<file path="src/rtl/pw_pkg.sv">
package pw_pkg;
  typedef enum logic [2:0] {
    PG_NONE = 3'd0,
    PG_4K   = 3'd1,
    PG_64K  = 3'd2,
    PG_1M   = 3'd3,
    PG_16M  = 3'd4
  } pageSize_e;

  typedef struct packed {
    logic captureVa;
    logic useL2Addr;
    logic takeCoarse;
    logic finishL1;
    logic finishL2;
  } walkCtl_t;

  localparam logic [2:0] CFG_RUN   = 3'd0;
  localparam logic [2:0] CFG_BASE  = 3'd1;
  localparam logic [2:0] CFG_STAT  = 3'd2;
  localparam logic [2:0] CFG_IEN   = 3'd3;
  localparam logic [2:0] CFG_FADDR = 3'd4;
endpackage

</file>
<file path="src/rtl/pw_ctrl.sv">
module pw_ctrl
  import pw_pkg::*;
(
  input  logic     clk,
  input  logic     rstN,
  input  logic     runEn,
  input  logic     reqValid,
  input  logic     memReqReady,
  input  logic     memRspValid,
  input  logic     l1Coarse,
  output logic     reqReady,
  output logic     memReqValid,
  output walkCtl_t ctl
);
  typedef enum logic [2:0] {S_IDLE, S_L1REQ, S_L1WAIT, S_L2REQ, S_L2WAIT} state_e;
  state_e state, stateNext;

  always_comb begin
    reqReady       = runEn && (state == S_IDLE);
    memReqValid    = (state == S_L1REQ) || (state == S_L2REQ);
    ctl.captureVa  = reqValid && reqReady;
    ctl.useL2Addr  = (state == S_L2REQ);
    ctl.takeCoarse = (state == S_L1WAIT) && memRspValid && l1Coarse;
    ctl.finishL1   = (state == S_L1WAIT) && memRspValid && !l1Coarse;
    ctl.finishL2   = (state == S_L2WAIT) && memRspValid;
    stateNext = state;
    unique case (state)
      S_IDLE:   if (ctl.captureVa) stateNext = S_L1REQ;
      S_L1REQ:  if (memReqReady) stateNext = S_L1WAIT;
      S_L1WAIT: if (ctl.takeCoarse) stateNext = S_L2REQ;
                else if (ctl.finishL1) stateNext = S_IDLE;
      S_L2REQ:  if (memReqReady) stateNext = S_L2WAIT;
      S_L2WAIT: if (ctl.finishL2) stateNext = S_IDLE;
      default:  stateNext = S_IDLE;
    endcase
  end

  always_ff @(posedge clk) begin
    if (!rstN) state <= S_IDLE;
    else       state <= stateNext;
  end

  // a raised read request is held until accepted
  assert_req_held_R11: assert property (@(posedge clk) disable iff (!rstN)
    (memReqValid && !memReqReady) |=> memReqValid);

  // an accepted request makes the walker busy on the next cycle
  assert_busy_blocks_R1: assert property (@(posedge clk) disable iff (!rstN)
    (reqValid && reqReady) |=> !reqReady);
endmodule

</file>
<file path="src/rtl/pw_dpath.sv">
module pw_dpath
  import pw_pkg::*;
#(
  parameter int AW        = 32,
  parameter int IRQ_W     = 5,
  parameter int FAULT_BIT = 1,
  parameter int CFG_AW    = 3
)(
  input  logic              clk,
  input  logic              rstN,
  input  walkCtl_t          ctl,
  input  logic [AW-1:0]     reqVaddr,
  input  logic [AW-1:0]     memRspData,
  input  logic              cfgWe,
  input  logic [CFG_AW-1:0] cfgAddr,
  input  logic [AW-1:0]     cfgWdata,
  output logic [AW-1:0]     cfgRdata,
  output logic              runEn,
  output logic              l1Coarse,
  output logic [AW-1:0]     memReqAddr,
  output logic              rspValid,
  output logic [AW-1:0]     rspPaddr,
  output logic [2:0]        rspSize,
  output logic              rspFault,
  output logic              irqOut
);
  localparam int CB_W = AW - 10;

  logic [AW-1:0]    baseReg, vaReg, faultVa, l1Addr, decPaddr;
  logic [CB_W-1:0]  coarseBase;
  logic [IRQ_W-1:0] irqStat, irqEn, faultMask, clearMask;
  pageSize_e        decSize;
  logic             decFault, finish;
  logic             unusedBits;

  assign unusedBits = ^memRspData[9:2];
  assign l1Coarse   = (memRspData[1:0] == 2'b01);
  assign l1Addr     = baseReg + {{(AW-14){1'b0}}, vaReg[31:20], 2'b00};
  assign memReqAddr = ctl.useL2Addr ? {coarseBase, vaReg[19:12], 2'b00} : l1Addr;
  assign finish     = ctl.finishL1 || ctl.finishL2;
  assign irqOut     = |(irqStat & irqEn);

  always_comb begin
    decPaddr = '0;
    decSize  = PG_NONE;
    decFault = 1'b1;
    if (ctl.finishL2) begin
      if (memRspData[1]) begin
        decPaddr = {memRspData[31:12], vaReg[11:0]}; decSize = PG_4K; decFault = 1'b0;
      end else if (memRspData[0]) begin
        decPaddr = {memRspData[31:16], vaReg[15:0]}; decSize = PG_64K; decFault = 1'b0;
      end
    end else if (memRspData[1:0] == 2'b10) begin
      decFault = 1'b0;
      if (memRspData[18]) begin
        decPaddr = {memRspData[31:24], vaReg[23:0]}; decSize = PG_16M;
      end else begin
        decPaddr = {memRspData[31:20], vaReg[19:0]}; decSize = PG_1M;
      end
    end
  end

  always_comb begin
    faultMask = '0;
    faultMask[FAULT_BIT] = finish && decFault;
    clearMask = (cfgWe && cfgAddr == CFG_STAT) ? cfgWdata[IRQ_W-1:0] : '0;
  end

  always_ff @(posedge clk) begin
    if (!rstN) begin
      runEn <= 1'b0; baseReg <= '0; irqStat <= '0; irqEn <= '0; faultVa <= '0;
      vaReg <= '0; coarseBase <= '0;
      rspValid <= 1'b0; rspPaddr <= '0; rspSize <= '0; rspFault <= 1'b0;
    end else begin
      rspValid <= finish;
      if (ctl.captureVa)  vaReg <= reqVaddr;
      if (ctl.takeCoarse) coarseBase <= memRspData[AW-1:10];
      if (finish) begin
        rspPaddr <= decPaddr;
        rspSize  <= decSize;
        rspFault <= decFault;
        if (decFault) faultVa <= vaReg;
      end
      irqStat <= (irqStat & ~clearMask) | faultMask;
      if (cfgWe) begin
        unique case (cfgAddr)
          CFG_RUN:  runEn   <= cfgWdata[0];
          CFG_BASE: baseReg <= cfgWdata;
          CFG_IEN:  irqEn   <= cfgWdata[IRQ_W-1:0];
          default: ;
        endcase
      end
    end
  end

  always_comb begin
    cfgRdata = '0;
    unique case (cfgAddr)
      CFG_RUN:   cfgRdata[0] = runEn;
      CFG_BASE:  cfgRdata = baseReg;
      CFG_STAT:  cfgRdata[IRQ_W-1:0] = irqStat;
      CFG_IEN:   cfgRdata[IRQ_W-1:0] = irqEn;
      CFG_FADDR: cfgRdata = faultVa;
      default: ;
    endcase
  end

  // a fault response comes with the fault status bit set
  assert_fault_status_R9: assert property (@(posedge clk) disable iff (!rstN)
    (rspValid && rspFault) |-> (irqStat[FAULT_BIT] && faultVa == vaReg));

  // a fault carries no size and no address
  assert_fault_empty_R8: assert property (@(posedge clk) disable iff (!rstN)
    (rspValid && rspFault) |-> (rspSize == 3'd0 && rspPaddr == '0));

  // a section keeps the low 20 virtual bits
  assert_section_offset_R3: assert property (@(posedge clk) disable iff (!rstN)
    (rspValid && rspSize == 3'd3) |-> (rspPaddr[19:0] == vaReg[19:0]));

  // the response is a single-cycle pulse
  assert_rsp_pulse_R12: assert property (@(posedge clk) disable iff (!rstN)
    rspValid |=> !rspValid);
endmodule

</file>
<file path="src/rtl/pw_walker.sv">
module pw_walker
  import pw_pkg::*;
(
  input  logic        clk,
  input  logic        rstN,
  input  logic        reqValid,
  output logic        reqReady,
  input  logic [31:0] reqVaddr,
  output logic        rspValid,
  output logic [31:0] rspPaddr,
  output logic [2:0]  rspSize,
  output logic        rspFault,
  output logic        memReqValid,
  input  logic        memReqReady,
  output logic [31:0] memReqAddr,
  input  logic        memRspValid,
  input  logic [31:0] memRspData,
  input  logic        cfgWe,
  input  logic [2:0]  cfgAddr,
  input  logic [31:0] cfgWdata,
  output logic [31:0] cfgRdata,
  output logic        irqOut
);
  walkCtl_t ctl;
  logic     runEn, l1Coarse;

  pw_ctrl ctrl_i (
    .clk(clk), .rstN(rstN), .runEn(runEn), .reqValid(reqValid),
    .memReqReady(memReqReady), .memRspValid(memRspValid), .l1Coarse(l1Coarse),
    .reqReady(reqReady), .memReqValid(memReqValid), .ctl(ctl)
  );

  pw_dpath #(.AW(32), .IRQ_W(5), .FAULT_BIT(1), .CFG_AW(3)) dpath_i (
    .clk(clk), .rstN(rstN), .ctl(ctl), .reqVaddr(reqVaddr),
    .memRspData(memRspData), .cfgWe(cfgWe), .cfgAddr(cfgAddr),
    .cfgWdata(cfgWdata), .cfgRdata(cfgRdata), .runEn(runEn),
    .l1Coarse(l1Coarse), .memReqAddr(memReqAddr), .rspValid(rspValid),
    .rspPaddr(rspPaddr), .rspSize(rspSize), .rspFault(rspFault), .irqOut(irqOut)
  );
endmodule

</file>
<file path="config.mk">
export PLATFORM = sky130hd
export DESIGN_NAME = pw_walker
export DESIGN_NICKNAME = d
export VERILOG_FILES = /design/src/rtl/pw_pkg.sv /design/src/rtl/pw_ctrl.sv /design/src/rtl/pw_dpath.sv /design/src/rtl/pw_walker.sv
export SDC_FILE = /design/constraint.sdc
export NUM_CORES = 1
export LEC_CHECK = 0
export ABC_CLOCK_PERIOD_IN_PS = 2500
export BUFFER_PORTS_ARGS = -buffer_cell sky130_fd_sc_hd__buf_2
export CORE_MARGIN = 2
export CORE_UTILIZATION = 54
export DETAILED_ROUTE_END_ITERATION = 10
export PLACE_DENSITY = 0.82
export SYNTH_ARGS = -nofsm -noshare
export SYNTH_HDL_FRONTEND = slang
export SYNTH_SLANG_ARGS = --single-unit
</file>
<file path="constraint.sdc">
create_clock -name clk -period 2.5 [get_ports clk]
set_input_delay 0 -clock clk [delete_from_list [all_inputs] [get_ports clk]]
set_output_delay 0 -clock clk [all_outputs]
set_load 0.05 [all_outputs]
</file>
Word-level counts from Yosys, hierarchy flattened
Index checks and enable logic that the tools add are counted.
{"block": "totals", "reg_bits": 169, "inputBits": 105, "output_inout_bits": 104}
{"block": "op_classes", "n_addsub": 1, "n_eq_ne": 15, "n_mux": 26, "bitwise_logic": 4, "n_reduce_logical": 19}
{"operator": "$mux W32", "n": 5}
{"operator": "$pmux W27 S2", "n": 1}
{"operator": "$add A32 B14 Y32", "n": 1}
{"operator": "$mux W3", "n": 10}
{"operator": "$mux W24", "n": 1}
{"operator": "$pmux W4 S4", "n": 1}
{"operator": "$pmux W3 S5", "n": 1}
{"operator": "$eq A3 B2 Y1 const B", "n": 4}
{"operator": "$and A5 B5 Y5", "n": 2}
{"operator": "$logic_and A1 B1 Y1", "n": 8}
{"operator": "$reduce_and A2 Y1", "n": 4}
{"operator": "$eq A3 B1 Y1 const B", "n": 2}
{"operator": "$eq A3 B3 Y1 const B", "n": 2}
{"operator": "$logic_not A3 Y1", "n": 2}
{"operator": "$ne A2 B2 Y1 const B", "n": 3}
{"operator": "$mux W5", "n": 1}
{"operator": "$not A5 Y5", "n": 1}
{"operator": "$or A5 B2 Y5", "n": 1}
{"operator": "$pmux W1 S5", "n": 1}
{"operator": "$reduce_and A5 Y1", "n": 1}
{"operator": "$reduce_or A5 Y1", "n": 1}
{"operator": "$mux W1", "n": 4}
{"operator": "$ne A3 B2 Y1 const B", "n": 1}
{"operator": "$eq A2 B1 Y1 const B", "n": 1}
{"operator": "5 further kinds", "n": 6}

Longest topological paths before layout
{"block": "logic_depth", "word_depth": 6, "ltp_mapped": 9}

Hierarchy
From an unflattened synthesis, not the netlist that was laid out.
{"block": "hier_totals", "cells_unflattened": 945, "hier_area_um2": 8272.9}
{"mod": "pw_dpath", "n_inst": 1, "cells_per_inst": 919, "area_per_inst_um2": 8045.2, "seq_area_each_um2": 3323.2}
{"mod": "pw_ctrl", "n_inst": 1, "cells_per_inst": 26, "area_per_inst_um2": 227.7, "seq_area_each_um2": 60.1}

Worst setup path before layout
No wires, ideal clock.
{"block": "synth_path", "path_type": "reg2out", "startpoint": "reg dpath_i.vaReg[20]", "endpoint": "out memReqAddr[8]", "arrival_time_ns": 2.556, "required_ns": 2.500, "path_slack_ns": -0.056, "path_stages_with_launch": 8, "n_path_buf": 0, "cell_sequence": "dfxtp_1 > ha_1 > fa_1 > a21oi_2 > o21ai_0 > a21oi_1 > xor2_1 > o21ai_0"}
{"block": "synth_between", "elab_chain_cells": 2}
{"item": "start, declared", "line_no": "pw_dpath.sv:29", "text": "logic [AW-1:0] baseReg, vaReg, faultVa, l1Addr, decPaddr;"}
{"item": "start signal, assigned", "line_no": "pw_dpath.sv:76", "text": "if (ctl.captureVa) vaReg <= reqVaddr;"}
{"item": "$add A32 B14 Y32", "line_no": "pw_dpath.sv:38", "text": "assign l1Addr = baseReg + {{(AW-14){1'b0}}, vaReg[31:20], 2'b00};"}
{"item": "$mux W32", "line_no": "pw_dpath.sv:39", "text": "assign memReqAddr = ctl.useL2Addr ? {coarseBase, vaReg[19:12], 2'b00} : l1Addr;"}
{"item": "end, declared", "line_no": "pw_walker.sv:15", "text": "output logic [31:0] memReqAddr,"}
No other way between the ends.

Final worst setup path
{"block": "layout_path", "startpoint": "reg dpath_i.baseReg[2]", "endpoint": "out memReqAddr[24]"}
{"block": "layout_between", "elab_chain_cells": 2}
{"item": "start, declared", "line_no": "pw_dpath.sv:29"}
{"item": "start signal, assigned", "line_no": "pw_dpath.sv:88", "text": "CFG_BASE: baseReg <= cfgWdata;"}
{"item": "$add A32 B14 Y32", "line_no": "pw_dpath.sv:38"}
{"item": "$mux W32", "line_no": "pw_dpath.sv:39"}
No other way between the ends.

==> metrics <==
placeable core region=between 0.015 and 0.02 mm2; H-tree level count=4; Synth Area in Simple Gates=0.231; Final #Nets=1403; vias in the first global route=8386; Worst Setup Start Kind=register; count of max-cap constraint violations=0; I/O Pins=209; routed vias/inst=5.82; area fraction in compound gates after synthesis=0.229; vias post-DR=8658; endpoint class of the critical path=output pin; initial drt markers=765; Avg Synthesized Cell Area=8.50 um2; static leakage=just over 5 nW; global-route wire length before repair=around 43000 um; largest family of logic cells by synthesized area=simple AND/OR/NAND/NOR gates; Area Overhead vs Synth=38.7%; starting density of the core=0.554; R2R setup slack=0.25 ns; leading area contributor after synthesis=sky130_fd_sc_hd__dfxtp_1; Setup Viol. Count Final=18; number of distinct library cells after synthesis=67; Post-Place Worst Slack=-0.0213 ns; post-route total power=6.24 mW; total count of hold-check failures in the final report=0; Adder-Cell Fraction of Synth Area=0.0202; post-synthesis mux area share=0.0594; final setup skew=0.0114 ns; Final Wtd Congestion=around 0.92; Final Core Density=0.768; std cell rows=45; Final min period=2.78 ns; CP max-delay cell=sky130_fd_sc_hd__or4b_1; critical path class=reg2out; top flip-flop cell by instance count after synthesis=sky130_fd_sc_hd__dfxtp_1; Cells after DPL=between 1000 and 1500; Critical R2R Capture=ctrl_i.state[2]$_SDFFE_PN0P_; post-route setup slack=-0.284 ns; max-slew headroom at the worst pin=0.494; violated checks=setup timing; Residual DRC=0; count of flip-flops with a built-in enable after synthesis=0; status=finished, violations left; global-route usage over all layers=0.335; sequential element share of the synthesized area=0.402; fraction of post-synthesis cell area in the top cell type by area=0.402; hold endpoint=dpath_i.irqStat[2]$_SDFF_PN0_; cts bufs inserted=17; Pre-antenna DRT Iters=5; total wirelength of the detailed-routed design=28600 um; cell family contributing the most delay on the critical path=simple AND/OR/NAND/NOR gates; share of cells above drive strength 1=0.274; synth warn=0; Hold Path Depth=3; die extent in y=129 um; post-route standard cell area excluding fillers=0.0117 mm2; initial antenna violation count=0; delay of the slowest cell on the worst path=0.59 ns; Slew @ Worst Pin=0.759 ns; placed wire-length estimate=18600 um; worst vdd ir=roughly 540 uV; synthesized instance count=~990; fmax=359 MHz; Worst Path Max Fanout=5; period utilisation layout=1.11; floorplan die area=0.0166 mm2; final antenna-violating net count=0; Data arrival, critical path=between 2 and 3 ns; CP Buf/Inv Count=1; clk slew on worst S/H paths=0.07 ns; post-synthesis cell area=0.00842 mm2; power density normalized to cell area=534 mW/mm2; launch instance of the worst register-to-register path=ctrl_i.state[2]$_SDFFE_PN0P_; Min-Delay Path Class=in2reg; number of filler cells placed in the layout=~980; post-synthesis share of cell area spent on xor and xnor gates=0.0177; biggest area contributors in the synthesized netlist=sky130_fd_sc_hd__dfxtp_1 40%, sky130_fd_sc_hd__nand2_1 10%, sky130_fd_sc_hd__a21boi_0 5.5%; clk buf depth=2; final cell count without fillers=between 1000 and 1500; fraction of synthesis flops using an asynchronous set or reset pin=0; net count after synthesis=1109; number of cell instances on the worst register-to-register path=8; clock net sink count=169; TritonCTS clock tree=built; cell breakdown of the critical path=ha_4 > fa_2 > a21oi_2 > o211a_1 > nor3b_4 > o2111ai_4 > or4b_1 > nand3_2 > buf_6; source of the worst hold timing path=rstN; maximum number of pins on one net before global-route repair=81; Crit path required time=2.50 ns; die outline width=129 um; area occupied by registers=0.00340 mm2; RSZ-0062 raised after global routing=true; gr ovfl total=0; post-synthesis sequential element count=169; launch point of the worst path=dpath_i.baseReg[2]$_SDFFE_PN0P_; cell at the root of the clock tree=sky130_fd_sc_hd__clkbuf_16; clock latency of the later-clocked register in the worst-skew pair=0.43 ns; final max-slew violation count=0; # port buffers=200; area of the multi-input gates=approximately 0.0050 mm2; cell area after placement=0.00967 mm2; routed length per placed instance=slightly below 20 um
state kept, by name, summed over array words and instances (netlist names), 3 cells and up:
name,cells
ctrl_i.state,3
dpath_i.baseReg,32
dpath_i.coarseBase,22
dpath_i.faultVa,32
dpath_i.irqEn,5
dpath_i.irqStat,5
dpath_i.rspPaddr,32
dpath_i.rspSize,3
dpath_i.vaReg,32
logic make-up after synthesis:
| kind of cell | Yosys count |
|---|---|
| AND/OR/NAND/NOR | 411 |
| AO/OA/AOI/OAI | 259 |
| flip-flops | 169 |
| buffers and inverters | 74 |
| multiplexers | 48 |
| XOR/XNOR | 17 |
| adder cells (fa/ha/maj) | 13 |
cell usage in the layout (no fill, tap or decap), drive strengths merged, types with 3 or more instances in the layout:
cell,synthesis,final
dlygate4sd3,0,90
nand3,22,22
mux2,6,6
a222oi,5,5
nand3b,4,4
mux2i,41,41
nand2,231,231
and3,9,9
a22o,35,35
a21boi,90,90
nand2b,4,4
a21o,4,4
clkbuf,47,21
xor2,8,8
o21a,4,4
o21ai,28,28
nor2b,68,68
xnor2,9,9
nor3b,4,4
clkinv,0,7
a221o,4,4
a221oi,4,4
o2111ai,4,4
a21oi,31,31
o211a,5,5
ha,12,12
inv,4,7
dfxtp,169,169
buf,23,255
a211oi,3,3
or4,4,4
and2,12,12
nor3,6,6
o211ai,6,6
nor2,34,34
a22oi,26,26
what timing repair did:
action,in CTS,in global routing
pin swaps,23,19
buffers inserted,6,10
hold buffers,90,0
gates resized for setup,67,37
setup endpoints to repair,24,25
hold endpoints to repair,115,0
synth_stat cells (12+ instances only):
master	count
sky130_fd_sc_hd__dfxtp_1	169
sky130_fd_sc_hd__a21boi_0	62
sky130_fd_sc_hd__o21ai_0	22
sky130_fd_sc_hd__nor2_1	34
sky130_fd_sc_hd__a21boi_1	28
sky130_fd_sc_hd__a21oi_1	29
sky130_fd_sc_hd__nor2b_1	68
sky130_fd_sc_hd__and2_1	12
sky130_fd_sc_hd__a22oi_1	26
sky130_fd_sc_hd__nand2_1	231
sky130_fd_sc_hd__a22o_1	35
sky130_fd_sc_hd__clkbuf_1	45
sky130_fd_sc_hd__mux2i_1	41
sky130_fd_sc_hd__ha_1	12
sky130_fd_sc_hd__nand3_1	22
per-stage QoR:
step	setup TNS (ns)	hold WS (ns)
finish	-2.41	0.0240
global route	-4.37	0.0565
CTS	-1.84	0.0119
detailed placement	-0.0213	0.226
global placement	0	0.214
floorplan	0	0.0870
how the worst max path moves through the flow:
stage	endpoint	slack (ns)	depth (start not counted)
global placement	memReqAddr[12]	0.07	9
finish	memReqAddr[24]	-0.28	9
global route	memReqAddr[24]	-0.42	9
floorplan	memReqAddr[20]	0.01	8
CTS	memReqAddr[24]	-0.26	9
detailed placement	memReqAddr[12]	-0.02	9
power by group:
| group | internal [mW] | switching (mW) |
|---|---|---|
| clock | 1.50 | 1.13 |
| combinational | 0.349 | 0.472 |
| sequential | 2.74 | 0.0526 |
cell type report:
class                           instances  area share
Clock buffer                           21      0.0411
Multi-Input combinational cell        748       0.425
Clock inverter                         11     0.00954
Tap cell                              188      0.0201
Timing Repair Buffer                  345       0.212
Inverter                                4     0.00129
Antenna cell                            1    0.000214
Sequential cell                       169       0.291
metal layers:
layer	vias up	track usage	share of wire
met4	0	0.191	0.054
li1	4052	-	-
met5	-	0	0
met3	111	0.0761	0.075
met1	4044	0.394	0.39
met2	451	0.562	0.48
worst register-to-register path: stages (launching register included):
cell and delay (ns):
sky130_fd_sc_hd__dfxtp_1 0.48, sky130_fd_sc_hd__nand2b_1 0.22, sky130_fd_sc_hd__inv_2 0.06, sky130_fd_sc_hd__and2_1 0.25, sky130_fd_sc_hd__buf_4 0.23, sky130_fd_sc_hd__nand2_1 0.07, sky130_fd_sc_hd__o21ai_0 0.09, sky130_fd_sc_hd__dlygate4sd3_1 0.58
sky130_fd_sc_hd__and2_1 0.15
Note: power is estimated with default switching activity, not from simulation.
